File: src/rtl/card_seq_pkg.sv
package card_seq_pkg;

  typedef enum logic [1:0] {
    ST_IDLE  = 2'd0,
    ST_RUN   = 2'd1,
    ST_REARM = 2'd2
  } seq_state_t;

  // True when a column number lies inside the data field 1..data_cols.
  function automatic logic is_data_col(int unsigned col, int unsigned data_cols);
    return (col >= 1) && (col <= data_cols);
  endfunction

endpackage

File: src/rtl/col_timer.sv
// Column period divider: one sample point and one advance per column.
module col_timer #(
  parameter int TICK_DIV  = 50000,
  parameter int SAMPLE_PH = 43750
) (
  input  logic clk,
  input  logic rst_n,
  input  logic restart,
  input  logic run,
  output logic sample_pt,
  output logic col_adv
);
  localparam int PW   = (TICK_DIV > 2) ? $clog2(TICK_DIV) : 1;
  localparam int LAST = TICK_DIV - 1;

  logic [PW-1:0] ph;

  always_ff @(posedge clk) begin
    if (!rst_n)       ph <= '0;
    else if (restart) ph <= '0;
    else if (run)     ph <= (ph == PW'(LAST)) ? '0 : ph + 1'b1;
  end

  assign sample_pt = run && (ph == PW'(SAMPLE_PH));
  assign col_adv   = run && (ph == PW'(LAST));

  // a column's sample point and its advance never coincide.
  p_sample_apart_r8: assert property (@(posedge clk) disable iff (!rst_n)
    sample_pt |-> !col_adv);
endmodule

File: src/rtl/margin_check.sv
// Position checks on the row sensors at the leading, trailing and exit columns.
module margin_check #(
  parameter int ROWS = 12
) (
  input  logic [ROWS-1:0] row_dark,
  input  logic            mask_top,
  input  logic            chk_lead,
  input  logic            chk_trail,
  input  logic            chk_gone,
  output logic            fail
);
  function automatic logic all_dark(logic [ROWS-1:0] v);
    return &v;
  endfunction

  logic [ROWS-1:0] trail_view;
  logic lead_fail, trail_fail, gone_fail;

  // The notch mask forces the top row to look dark, at the trailing margin only.
  assign trail_view = row_dark | {mask_top, {(ROWS-1){1'b0}}};
  assign lead_fail  = chk_lead  && !all_dark(row_dark);
  assign trail_fail = chk_trail && !all_dark(trail_view);
  assign gone_fail  = chk_gone  && (|row_dark);
  assign fail       = lead_fail || trail_fail || gone_fail;

  // at most one check position is decoded at a time.
  always_comb begin
    a_one_check_r5: assert ($onehot0({chk_lead, chk_trail, chk_gone}));
  end
endmodule

File: src/rtl/card_col_seq.sv
module card_col_seq
  import card_seq_pkg::*;
#(
  parameter int ROWS      = 12,
  parameter int DATA_COLS = 80,
  parameter int TICK_DIV  = 50000,
  parameter int SAMPLE_PH = TICK_DIV - TICK_DIV / 8,
  localparam int CW       = $clog2(DATA_COLS + 5)
) (
  input  logic            clk,
  input  logic            rst_n,
  input  logic [ROWS-1:0] row_dark,
  input  logic            mask_notch,
  output logic [CW-1:0]   col_count,
  output logic            idx_strobe,
  output logic [ROWS-1:0] col_data,
  output logic            read_err,
  output logic            cycle_done
);
  localparam int TRAIL_COL = DATA_COLS + 1;
  localparam int END_COL   = DATA_COLS + 4;

  seq_state_t    state;
  logic [CW-1:0] col;
  logic          any_dark, start_ev, run, sample_pt, col_adv;
  logic          chk_lead, chk_trail, chk_gone, data_pt, check_fail;

  assign any_dark = |row_dark;
  assign start_ev = (state == ST_IDLE) && any_dark;
  assign run      = (state == ST_RUN);

  col_timer #(.TICK_DIV(TICK_DIV), .SAMPLE_PH(SAMPLE_PH)) u_timer (
    .clk      (clk),
    .rst_n    (rst_n),
    .restart  (start_ev),
    .run      (run),
    .sample_pt(sample_pt),
    .col_adv  (col_adv)
  );

  assign chk_lead  = sample_pt && (col == '0);
  assign chk_trail = sample_pt && (col == CW'(TRAIL_COL));
  assign chk_gone  = sample_pt && (col == CW'(END_COL));
  assign data_pt   = sample_pt && is_data_col(int'(col), DATA_COLS);

  margin_check #(.ROWS(ROWS)) u_check (
    .row_dark (row_dark),
    .mask_top (mask_notch),
    .chk_lead (chk_lead),
    .chk_trail(chk_trail),
    .chk_gone (chk_gone),
    .fail     (check_fail)
  );

  // Card sequencing: idle -> run (85 columns) -> rearm until the path is clear.
  always_ff @(posedge clk) begin
    if (!rst_n) begin
      state <= ST_IDLE;
      col   <= '0;
    end else begin
      unique case (state)
        ST_IDLE: if (start_ev) begin
          state <= ST_RUN;
          col   <= '0;
        end
        ST_RUN: begin
          if (col_adv && (col != CW'(END_COL))) col <= col + 1'b1;
          if (chk_gone) state <= ST_REARM;
        end
        ST_REARM: if (!any_dark) state <= ST_IDLE;
        default: state <= ST_IDLE;
      endcase
    end
  end

  always_ff @(posedge clk) begin
    if (!rst_n) begin
      idx_strobe <= 1'b0;
      col_data   <= '0;
      cycle_done <= 1'b0;
      read_err   <= 1'b0;
    end else begin
      idx_strobe <= data_pt;
      col_data   <= data_pt ? ~row_dark : '0;
      cycle_done <= chk_gone;
      if (start_ev)        read_err <= 1'b0;
      else if (check_fail) read_err <= 1'b1;
    end
  end

  assign col_count = col;

  // Record of the trailing check, for the once-per-card property.
  logic trail_seen;
  always_ff @(posedge clk) begin
    if (!rst_n)         trail_seen <= 1'b0;
    else if (start_ev)  trail_seen <= 1'b0;
    else if (chk_trail) trail_seen <= 1'b1;
  end

  p_strobe_in_data_r3: assert property (@(posedge clk) disable iff (!rst_n)
    idx_strobe |-> (col_count >= 1) && (col_count <= CW'(DATA_COLS)));
  p_trail_once_r5: assert property (@(posedge clk) disable iff (!rst_n)
    chk_trail |-> !trail_seen);
  p_count_bound_r2: assert property (@(posedge clk) disable iff (!rst_n)
    col_count <= CW'(END_COL));
  p_done_at_end_r9: assert property (@(posedge clk) disable iff (!rst_n)
    cycle_done |-> (col_count == CW'(END_COL)) && !idx_strobe);
  p_rearm_hold_r9: assert property (@(posedge clk) disable iff (!rst_n)
    (state == ST_REARM) && any_dark |=> (state == ST_REARM));
  p_err_sticky_r10: assert property (@(posedge clk) disable iff (!rst_n)
    $fell(read_err) |-> $past(start_ev));
  p_start_zero_r1: assert property (@(posedge clk) disable iff (!rst_n)
    start_ev |=> (col_count == '0) && !read_err);
endmodule

File: config.mk
export PLATFORM = sky130hd
export DESIGN_NAME = card_col_seq
export DESIGN_NICKNAME = d
export VERILOG_FILES = /design/src/rtl/card_seq_pkg.sv /design/src/rtl/col_timer.sv /design/src/rtl/margin_check.sv /design/src/rtl/card_col_seq.sv
export SDC_FILE = /design/constraint.sdc
export NUM_CORES = 1
export LEC_CHECK = 0
export BUFFER_PORTS_ARGS = -buffer_cell sky130_fd_sc_hd__buf_2
export CORE_MARGIN = 10
export CORE_UTILIZATION = 54
export CTS_CLUSTER_SIZE = 28
export DETAILED_ROUTE_END_ITERATION = 12
export GPL_TIMING_DRIVEN = 0
export PLACE_DENSITY = 0.75
export REMOVE_ABC_BUFFERS = 1
export SLEW_MARGIN = 20
export SYNTH_ARGS = -nofsm -noshare
export SYNTH_HDL_FRONTEND = slang
export SYNTH_SLANG_ARGS = --single-unit
File: constraint.sdc
create_clock -name clk -period 1.8 [get_ports clk]
set_input_delay 0.36 -clock clk [delete_from_list [all_inputs] [get_ports clk]]
set_output_delay 0.36 -clock clk [all_outputs]
set_load 0.01 [all_outputs]
==> results of run 1 <==
[layout make-up]
class	count	area share (%)
Timing Repair Buffer	41	9.88
Clock buffer	5	1.70
Sequential cell	40	36.7
Clock inverter	3	0.852
Inverter	5	0.852
Multi-Input combinational cell	161	47.4
Tap cell	46	2.61
[cells by family after synthesis]
family                   synth area share (%)
AO/OA/AOI/OAI                            10.3
XOR/XNOR                                 5.64
adder cells (fa/ha/maj)                  3.36
buffers and inverters                    2.82
flip-flops                               43.0
multiplexers                             1.14
AND/OR/NAND/NOR                          33.7
[state kept, by name, summed over array words and instances (netlist names)]
register,flops
col_count,7
col_data,12
cycle_done,1
idx_strobe,1
read_err,1
state,2
u_timer.ph,16
[timing repair]
action                                  4_1_cts  5_1_grt
endpoints found under the setup margin       27       11
resized for setup                             3       10
hold buffers                                  0        0
pin swaps                                     1        2
setup buffers                                 1        4
[power by group]
part,internal (mW),switching [mW]
Combinational,0.0301,0.0379
Clock,0.150,0.291
Sequential,0.887,0.00469
Total,1.07,0.334
[cells in the final DEF, fill, tap and decap left out, types with 4 or more instances in the layout]
cell type,netlist,routed
nor2_1,37,37
dfxtp_1,40,36
buf_2,3,36
nand2_1,15,15
o21ai_0,12,12
nand4_1,10,10
xor2_1,9,9
and3_1,7,7
nand3_1,6,6
inv_1,5,5
a21oi_1,6,5
ha_1,5,5
clkbuf_4,0,5
buf_4,0,5
nor4_1,5,4
[per-layer routing]
metal / vias to the layer above / GRT usage, % / wire [um]
li1: 838 / - / -
met1: 739 / 15.8 / 1820
met2: 34 / 21.9 / 1910
met3: 6 / 5.07 / 290
met4: 0 / 5.38 / 58
met5: - / 0 / 0
[worst paths after layout]
path	start	endpoint	depth (start not counted)
setup / recovery	u_timer.ph[10]	col_count[6]	5
hold / removal	row_dark[1]	col_data[1]	2
setup reg to reg	u_timer.ph[10]	col_count[6]	5
hold reg to reg	read_err	read_err	2
[worst max-delay path, stage by stage (launching register included)]
cell	delay (ns)
dfxtp_1	0.38
nor4b_4	0.31
and4_4	0.32
nand3_4	0.09
or2_1	0.28
o31ai_2	0.21
[stage by stage]
stage	TNS, ns	setup WS, ns	hold slack, ns	area (um2)	std cells
after floorplan	0	0.133	0.432	1830	206
after global placement	-2.21	-0.239	0.440	2070	288
after detailed placement	-2.45	-0.266	0.439	2070	288
after CTS	0	0.00717	0.153	2140	297
after global routing	-0.00592	-0.00592	0.153	2200	301
final	0	0.138	0.174	2200	301
==> results.md, run 1 <==
* H-tree depth at 2
* CTS clk-pin slew, worst paths at 0.13 ns
* Final hold vios at 0
* Top cell type's share of synthesized area at 43.0%
* Arr. time, crit path at approximately 1.9 ns
* Min-delay worst type: in -> reg
* Clock skew at 0.0125 ns
* Area of the multi-input gates at ~0.0010 mm2
* Crit path launch type: flop
* Clock sink count at 40
* EDFF count, synth at 0
* Wire length per cell at 13.6 um
* Via count at 1617
* Max Cap Viol at 0
* Actual slew at the worst max-slew pin at about 0.41 ns
* Detailed-route wire length at 4080 um
* Routability Congestion at 0.814
* #FFs+latches synth at 40
* Worst path required time at 2.07 ns
* Worst IR Drop VDD at 0.000393 V
* LEAKAGE at approximately 0.92 nW
* Most used flip-flop cell after synthesis: dfxtp_1
* Leading area contributor after synthesis: dfxtp_1
* Initial antenna violation count at 0
* Largest net degree at the start of global routing at 18
* Fmax at 602 MHz
* Slew Limit Fails at 0
* FILL cells at 310
* Synth area leaders: dfxtp_1 (43%), nor2_1 (7.5%), xor2_1 (4.2%), ha_1 (3.4%), nand4_1 (3.4%)
* Final design utilization at about two thirds
* First-pass GRT wire length at about 7000 um
* Synth async-reset ratio at 0%
* Worst Setup End Kind: flop
* Pwr Total at roughly 1.4 mW
* Synth Instances at 212
* Drt initial violations at 100
* Outcome: finished, final reports clean
* Initial Util at 55.8%
* Post-synthesis sequential area ratio at between 40% and 50%
* Slew headroom at between 70% and 80%
* Full die area at around 0.0062 mm2
* Num CTS Buffers at 5
* Placeable Area at 0.00334 mm2
* Pwr dens at between 600 and 700 mW/mm2
* Min Tclk post-route at 1.66 ns
* Final period utilization at between 90% and 100%
* CTS tree: built
* Syn Area/Cell at between 8 and 9 um2
* Largest fanout on the critical path at 5
* Vias in the first global route at 1518
* # rows at 21
* Clk_lat worst skew at 0.35 ns
* Register Area at 808 um2
* Clock root cell: clkbuf_4
* Warnings, synthesis at 0
* DP HPWL at approximately 3000 um
* Final net count at 274
* Worst setup path class: reg -> reg
* Die width at 78.7 um
* Routed Antenna Nets at 0
* R2R Setup Slk at ~0.14 ns
* Gr usage total at 13.5%
* Synth top cells by count: dfxtp_1 (40), nor2_1 (37), nand2_1 (15)
* First-pass DRT Iterations at 4
* Fraction of layout cells with a size suffix above 1 at between 20% and 30%
* IO buf count at 36
* Area of the mapped netlist at 0.00186 mm2
* Gr ovfl total at 0
* Via density at 5.37
* Clock Tree Buf Depth at 2
* Post-route DRC violation count at 0
* Final-report setup violation count at 0
* Chip height at 78.7 um
* Synth cell types at 47
* ANT cells at 0
* Area Growth Syn to Fin at 18.3%
* Most common cell in the netlist: dfxtp_1
* Ports at 37
(Power assumes the default switching activity.)
==> run 2, diff against run 1 <==
==> constraint.sdc (replaced) <==
create_clock -name clk -period 1.8 [get_ports clk]
set_input_delay 0.09 -clock clk [delete_from_list [all_inputs] [get_ports clk]]
set_output_delay 0.09 -clock clk [all_outputs]
set_load 0.01 [all_outputs]
==> run 2 against run 1 <==
Net effect:
- fmax is 1.4% lower
- flip-flop and latch count stayed put
- via count is 5.4% higher
- sequential share of layout area is 2.3 points lower
- clock skew is 0.0014 ns lower
- critical path type unchanged
==> results.md, run 2 (synthesized netlist as in run 1, its figures left out) <==
* H-tree depth at 2 (unchanged)
* Worst path required time at 2.07 ns (about the same)
* Commonest non-fill, non-tap cell in the layout: nor2_1
* Chip height at 78.7 um (unchanged)
* Grt met3 use at 4.50% (-0.56 points)
* Routability Congestion at 0.814 (unchanged)
* Top Registers: u_timer.ph: 16 flops, col_data: 12 flops, col_count: 7 flops
* Biggest register: u_timer.ph
* Final-report setup violation count at 0 (unchanged)
* ANT cells at 0 (unchanged)
* Actual slew at the worst max-slew pin at 0.409 ns (-0.00250 ns)
* Worst Setup End Kind: flop
* Largest fanout on the critical path at 8 (+3)
* Pwr dens at 609 mW/mm2 (-4.2%)
* Cell area after layout at 0.00235 mm2 (+6.6%)
* Full die area at 0.00620 mm2 (unchanged)
* Area Growth Syn to Fin at 26.1%
* Detailed-route wire length at 4550 um (+11%)
* Placeable Area at 0.00334 mm2 (unchanged)
* Area of the multi-input gates at 0.00105 mm2 (+0.96%)
* IO buf count at 36 (unchanged)
* Register Area at 808 um2 (unchanged)
* Gr ovfl total at 0 (unchanged)
* Gr usage total at 14.5% (+0.96 points)
* Slew headroom at 72.4% (+0.17 points)
* Worst setup path class: reg -> reg
* Fmax at 593 MHz (-1.4%)
* Min-delay worst type: in -> reg
* Clock sink count at 40 (unchanged)
* Largest stage delay on the critical path at 0.41 ns (+0.03 ns)
* CTS clk-pin slew, worst paths at 0.12 ns (about the same)
* FILL cells at 275 (-11%)
* Vias in the first global route at 1551 (+2.2%)
* Clk_lat worst skew at 0.35 ns (about the same)
* Num CTS Buffers at 5 (unchanged)
* Final net count at 288 (+5.1%)
* # rows at 21 (unchanged)
* Via density at 5.41 (+0.76%)
* Largest net degree at the start of global routing at 18 (unchanged)
* Max reg flops at 16 (unchanged)
* Crit path launch type: flop
* Initial Util at 55.8% (unchanged)
* CP max-delay cell: dfxtp_4
* Clock skew at 0.0111 ns (-0.00136 ns)
* Outcome: finished, final reports clean
* Commonest non-fill, non-tap cells in the layout: nor2_1 (37), dfxtp_1 (36), buf_2 (36), nand2_1 (15)
* Via count at 1705 (+5.4%)
* Ports at 37 (unchanged)
* Met2 Resource Use GR at 24.0% (+2.1 points)
* First-pass DRT Iterations at 4 (unchanged)
* Unrepaired setup endpoints after global routing: yes
* Drt initial violations at 94 (-6.0%)
* Fraction of layout cells with a size suffix above 1 at 26.8% (+0.099 points)
* Final hold vios at 0 (unchanged)
* Met1 usage at 16.8% (+1.0 points)
* DP HPWL at 3050 um (unchanged)
* Initial antenna violation count at 0 (unchanged)
* Clock root cell: clkbuf_4
* Routed Antenna Nets at 0 (unchanged)
* LEAKAGE at 0.975 nW (+6.5%)
* Die width at 78.7 um (unchanged)
* Worst IR Drop VDD at 0.000393 V (about the same)
* CTS tree: built
* Clock Tree Buf Depth at 2 (unchanged)
* Most Used Layer, Global Route: met2
* Wire length per cell at 14.4 um (+6.5%)
* Slew Limit Fails at 0 (unchanged)
* Min Tclk post-route at 1.69 ns (+0.0236 ns)
* Arr. time, crit path at 1.96 ns (+0.03 ns)
* Post-route DRC violation count at 0 (unchanged)
* Final period utilization at 93.7% (+1.3 points)
* Final design utilization at 70.4% (+4.3 points)
* Max Cap Viol at 0 (unchanged)
* Critical-path cell list: inv_1 -> ha_1 -> nand4bb_1 -> or2_2 -> nand3_4 -> or2_1 -> o31ai_2
* First-pass GRT wire length at 7420 um (+6.3%)
* Area after DPL at 0.00207 mm2 (unchanged)
## run 2: cell count changes in the layout (fill, tap and decap cells not counted), sizes merged
| cell | previous run | this run |
|---|---|---|
| buf | 41 | 43 |
| dlygate4sd3 | 0 | 12 |
## run 2: routing by layer
layer / share of wire (%) / routed length [um] / vias up
met5: 0 / 0 / -
met4: 2.4 / 108 / 0
met3: 5.9 / 268 / 10
met2: 48 / 2200 / 36
met1: 43 / 1970 / 793
li1: - / - / 866
## run 2: final timing paths
kind           startpoint            to  slack [ns]  cells after the start
max          col_count[0]  col_count[6]        0.11                      7
min                 rst_n    cycle_done        0.08                      3
max reg2reg  col_count[0]  col_count[6]        0.11                      7
min reg2reg      read_err      read_err        0.46                      2
## run 2: cell type report
type,count,share of cell area [%]
inverter,5,0.799
multi-input combinational,161,44.9
clock buffer,5,1.60
tap,46,2.45
clock inverter,3,0.799
timing repair buffer,55,15.0
sequential,40,34.4
## run 2: repair_timing
item	4_1_cts	5_1_grt
gates resized for setup	3	11
hold buffers	12	0
setup buffers	1	6
hold endpoints to repair	12	0
pin swaps	1	2
endpoints found under the setup margin	27	12
## run 2: metrics by stage
stage	hold WS, ns	power [mW]	TNS [ns]	worst slack [ns]	std cells
final	0.0798	1.43	0	0.114	315
after global routing	0.0745	1.50	-0.0342	-0.0274	315
after CTS	0.0604	1.43	0	0.00717	309
after detailed placement	0.282	0.973	-2.45	-0.266	288
after global placement	0.279	0.973	-2.21	-0.239	288
after floorplan	0.162	0.939	0	0.133	206
## run 2: power breakdown
part / total (mW) / switching [mW] / leakage, nW / internal (mW)
sequential: 0.892 / 0.00466 / 0.325 / 0.887
combinational: 0.0955 / 0.0451 / 0.615 / 0.0504
clock: 0.443 / 0.293 / 0.0349 / 0.150
## run 2: worst max-delay path: cells and delay by family, from the launching register on
kind,cells,cell delay (ns)
AOI/OAI and AO/OA,1,0.21
adders and majority gates,1,0.23
buffers and inverters,1,0.06
DFF,1,0.41
and+or+nand+nor,4,0.70
==> run 3, diff against run 2 <==
--- a/config.mk
+++ b/config.mk
@@ -7,7 +7,8 @@
 export LEC_CHECK = 0
 export BUFFER_PORTS_ARGS = -buffer_cell sky130_fd_sc_hd__buf_2
 export CORE_MARGIN = 10
-export CORE_UTILIZATION = 54
+export CORE_UTILIZATION = 51
+export CTS_BUF_LIST = sky130_fd_sc_hd__clkbuf_4
 export CTS_CLUSTER_SIZE = 28
 export DETAILED_ROUTE_END_ITERATION = 12
 export GPL_TIMING_DRIVEN = 0
==> constraint.sdc (replaced) <==
create_clock -name clk -period 1.45 [get_ports clk]
set_input_delay 0.0725 -clock clk [delete_from_list [all_inputs] [get_ports clk]]
set_output_delay 0.0725 -clock clk [all_outputs]
set_load 0.01 [all_outputs]
==> run 3 against run 2 <==
Net effect:
- the flow now finishes with violations (negative setup slack)
- total power increased by 41%
- flip-flop and latch count did not move
- clock skew is 0.0012 ns lower
- clock-buffer cell count increased by 1
- cell count grew 3.8%
- critical path depth is 1 higher
- non-clock buffer count rose by 12
- sequential power up 23%
- via count up 8.2%
- clock power increased by 71%
- critical endpoint is now col_data[0]
- highest routed layer unchanged
==> results.md, run 3 (synthesized netlist as in run 1, its figures left out) <==
* Worst path required time at 1.75 ns (-0.32 ns)
* Slew Limit Fails at 0 (unchanged)
* Clock root cell: clkbuf_4
* Top Registers: u_timer.ph: 16 flops, col_data: 12 flops, col_count: 7 flops
* Detailed-route wire length at 5500 um (+21%)
* FILL cells at 230 (-16%)
* Outcome: finished, violations left
* Commonest non-fill, non-tap cell in the layout: buf_2
* Routed Antenna Nets at 0 (unchanged)
* Gr ovfl total at 0 (unchanged)
* Final net count at 300 (+4.2%)
* H-tree depth at 2 (unchanged)
* Post-route DRC violation count at 0 (unchanged)
* Worst setup path class: reg -> reg
* DP HPWL at 2930 um (-3.9%)
* Register Area at 833 um2 (+3.1%)
* Wire length per cell at 16.8 um (+16%)
* Full die area at 0.00647 mm2 (+4.4%)
* CTS clk-pin slew, worst paths at 0.12 ns (about the same)
* Slew headroom at 70.9% (-1.4 points)
* Final hold vios at 0 (unchanged)
* Final-report setup violation count at 38 (+38)
* Via density at 5.64 (+4.2%)
* # rows at 21 (unchanged)
* Final worst slack at -0.171 ns (-0.285 ns)
* Final std cells w/o fill at 327 (+3.8%)
* Worst Setup End Kind: flop
* Area Growth Syn to Fin at 45.3%
* Unrepaired setup endpoints after global routing: yes
* Total negative setup slack at -3.34 ns (-3.34 ns)
* Pwr dens at 743 mW/mm2 (+22%)
* Post-placement cell count at 288 (unchanged)
* Ports at 37 (unchanged)
* Gr usage total at 15.5% (+1.0 points)
* First-pass DRT Iterations at 4 (unchanged)
* Largest net degree at the start of global routing at 17 (-1)
* Die width at 80.4 um (+2.2%)
* IO buf count at 36 (unchanged)
* Initial antenna violation count at 0 (unchanged)
* Max reg flops at 16 (unchanged)
* CTS tree: built
* Clock skew at 0.00989 ns (-0.00121 ns)
* Post-place setup slack at -0.595 ns (-0.329 ns)
* Clock Tree Buf Depth at 2 (unchanged)
* Min Hold Slack at 0.0411 ns (-0.0387 ns)
* Fraction of layout cells with a size suffix above 1 at 44.1% (+17 points)
* First-pass GRT wire length at 8200 um (+11%)
* Fmax at 617 MHz (+4.0%)
* Final period utilization at 112% (+18 points)
* Area of the multi-input gates at 0.00122 mm2 (+15%)
* Via count at 1845 (+8.2%)
* Routability Congestion at 0.783 (-3.8%)
* ANT cells at 0 (unchanged)
* Actual slew at the worst max-slew pin at 0.432 ns (+0.0231 ns)
* Biggest register: u_timer.ph
* Clk_lat worst skew at 0.36 ns (about the same)
* Clock sink count at 40 (unchanged)
* Worst IR Drop VDD at 0.000529 V (+35%)
* Min Tclk post-route at 1.62 ns (-0.0648 ns)
* Failing checks: negative setup slack
* Drt initial violations at 99 (+5.3%)
* Num CTS Buffers at 5 (unchanged)
* Chip height at 80.4 um (+2.2%)
* Initial Util at 54.1% (-1.7 points)
* Largest fanout on the critical path at 13 (+5)
* Crit path launch type: flop
* Commonest non-fill, non-tap cells in the layout: buf_2 (36), dfxtp_1 (26), nor2_1 (22), nand2_1 (15), buf_4 (13)
* Vias in the first global route at 1782 (+15%)
* Min-delay worst type: in -> reg
* Placeable Area at 0.00344 mm2 (+3.1%)
* Arr. time, crit path at 1.92 ns (-0.04 ns)
* LEAKAGE at 1.08 nW (+10%)
* Max Cap Viol at 0 (unchanged)
-- run 3: changes by cell type in the layout (fill, tap and decap cells not counted), moves of 6 or more --
cell / previous run / this run
buf_4: 7 / 13
dfxtp_1: 36 / 26
nor2_1: 37 / 22
nor2_2: 0 / 6
nor2_4: 0 / 9
o21ai_0: 12 / 6
o21ai_1: 0 / 6
-- run 3: critical path, cell delays in order (launching register included) --
cell and delay [ns]:
dfxtp_2 0.36, inv_2 0.04, ha_1 0.13, and4b_1 0.21, nand3b_1 0.14, nor3_2 0.26, nand4_1 0.14, buf_6 0.18
nor2_1 0.11
-- run 3: what timing repair did --
action / CTS / global route
endpoints found under the setup margin: 39 / 40
setup buffers: 15 / 3
gates cloned: 0 / 1
endpoints found under the hold margin: 12 / 0
gates resized for setup: 35 / 46
pin swaps: 14 / 19
hold buffers: 12 / 0
-- run 3: metrics by stage --
step	util, %	instance area, um2	power [mW]
after floorplan	-	1830	1.17
after global placement	60.1	2070	1.21
after detailed placement	60.1	2070	1.21
after CTS	72.3	2490	1.98
after global routing	78.7	2710	2.07
final	78.7	2710	2.01
-- run 3: layout make-up --
class	count	area share, %
clock inverter	2	1.29
sequential	40	30.8
inverter	5	0.878
clock buffer	6	1.66
multi-input combinational	161	44.9
timing repair buffer	67	18.3
tap	46	2.13
-- run 3: path summary, 6_finish.rpt --
check | startpoint | to | slack [ns] | cells after the start
min | rst_n | state[1] | 0.04 | 2
min reg2reg | read_err | read_err | 0.46 | 2
max reg2reg | u_timer.ph[0] | col_data[0] | -0.17 | 8
max | u_timer.ph[0] | col_data[0] | -0.17 | 8
-- run 3: power by group --
group / internal, mW / switching, mW / leakage [nW] / total, mW
sequential: 1.09 / 0.00602 / 0.331 / 1.10
combinational: 0.0804 / 0.0754 / 0.700 / 0.156
clock: 0.380 / 0.378 / 0.0456 / 0.758
-- run 3: layer usage --
layer | up-vias | global-route usage, % | share of wire, %
met3 | 8 | 4.57 | 5.7
li1 | 889 | - | -
met4 | 0 | 5.63 | 1.5
met5 | - | 0 | 0
met2 | 58 | 26.4 | 53
met1 | 890 | 17.9 | 40
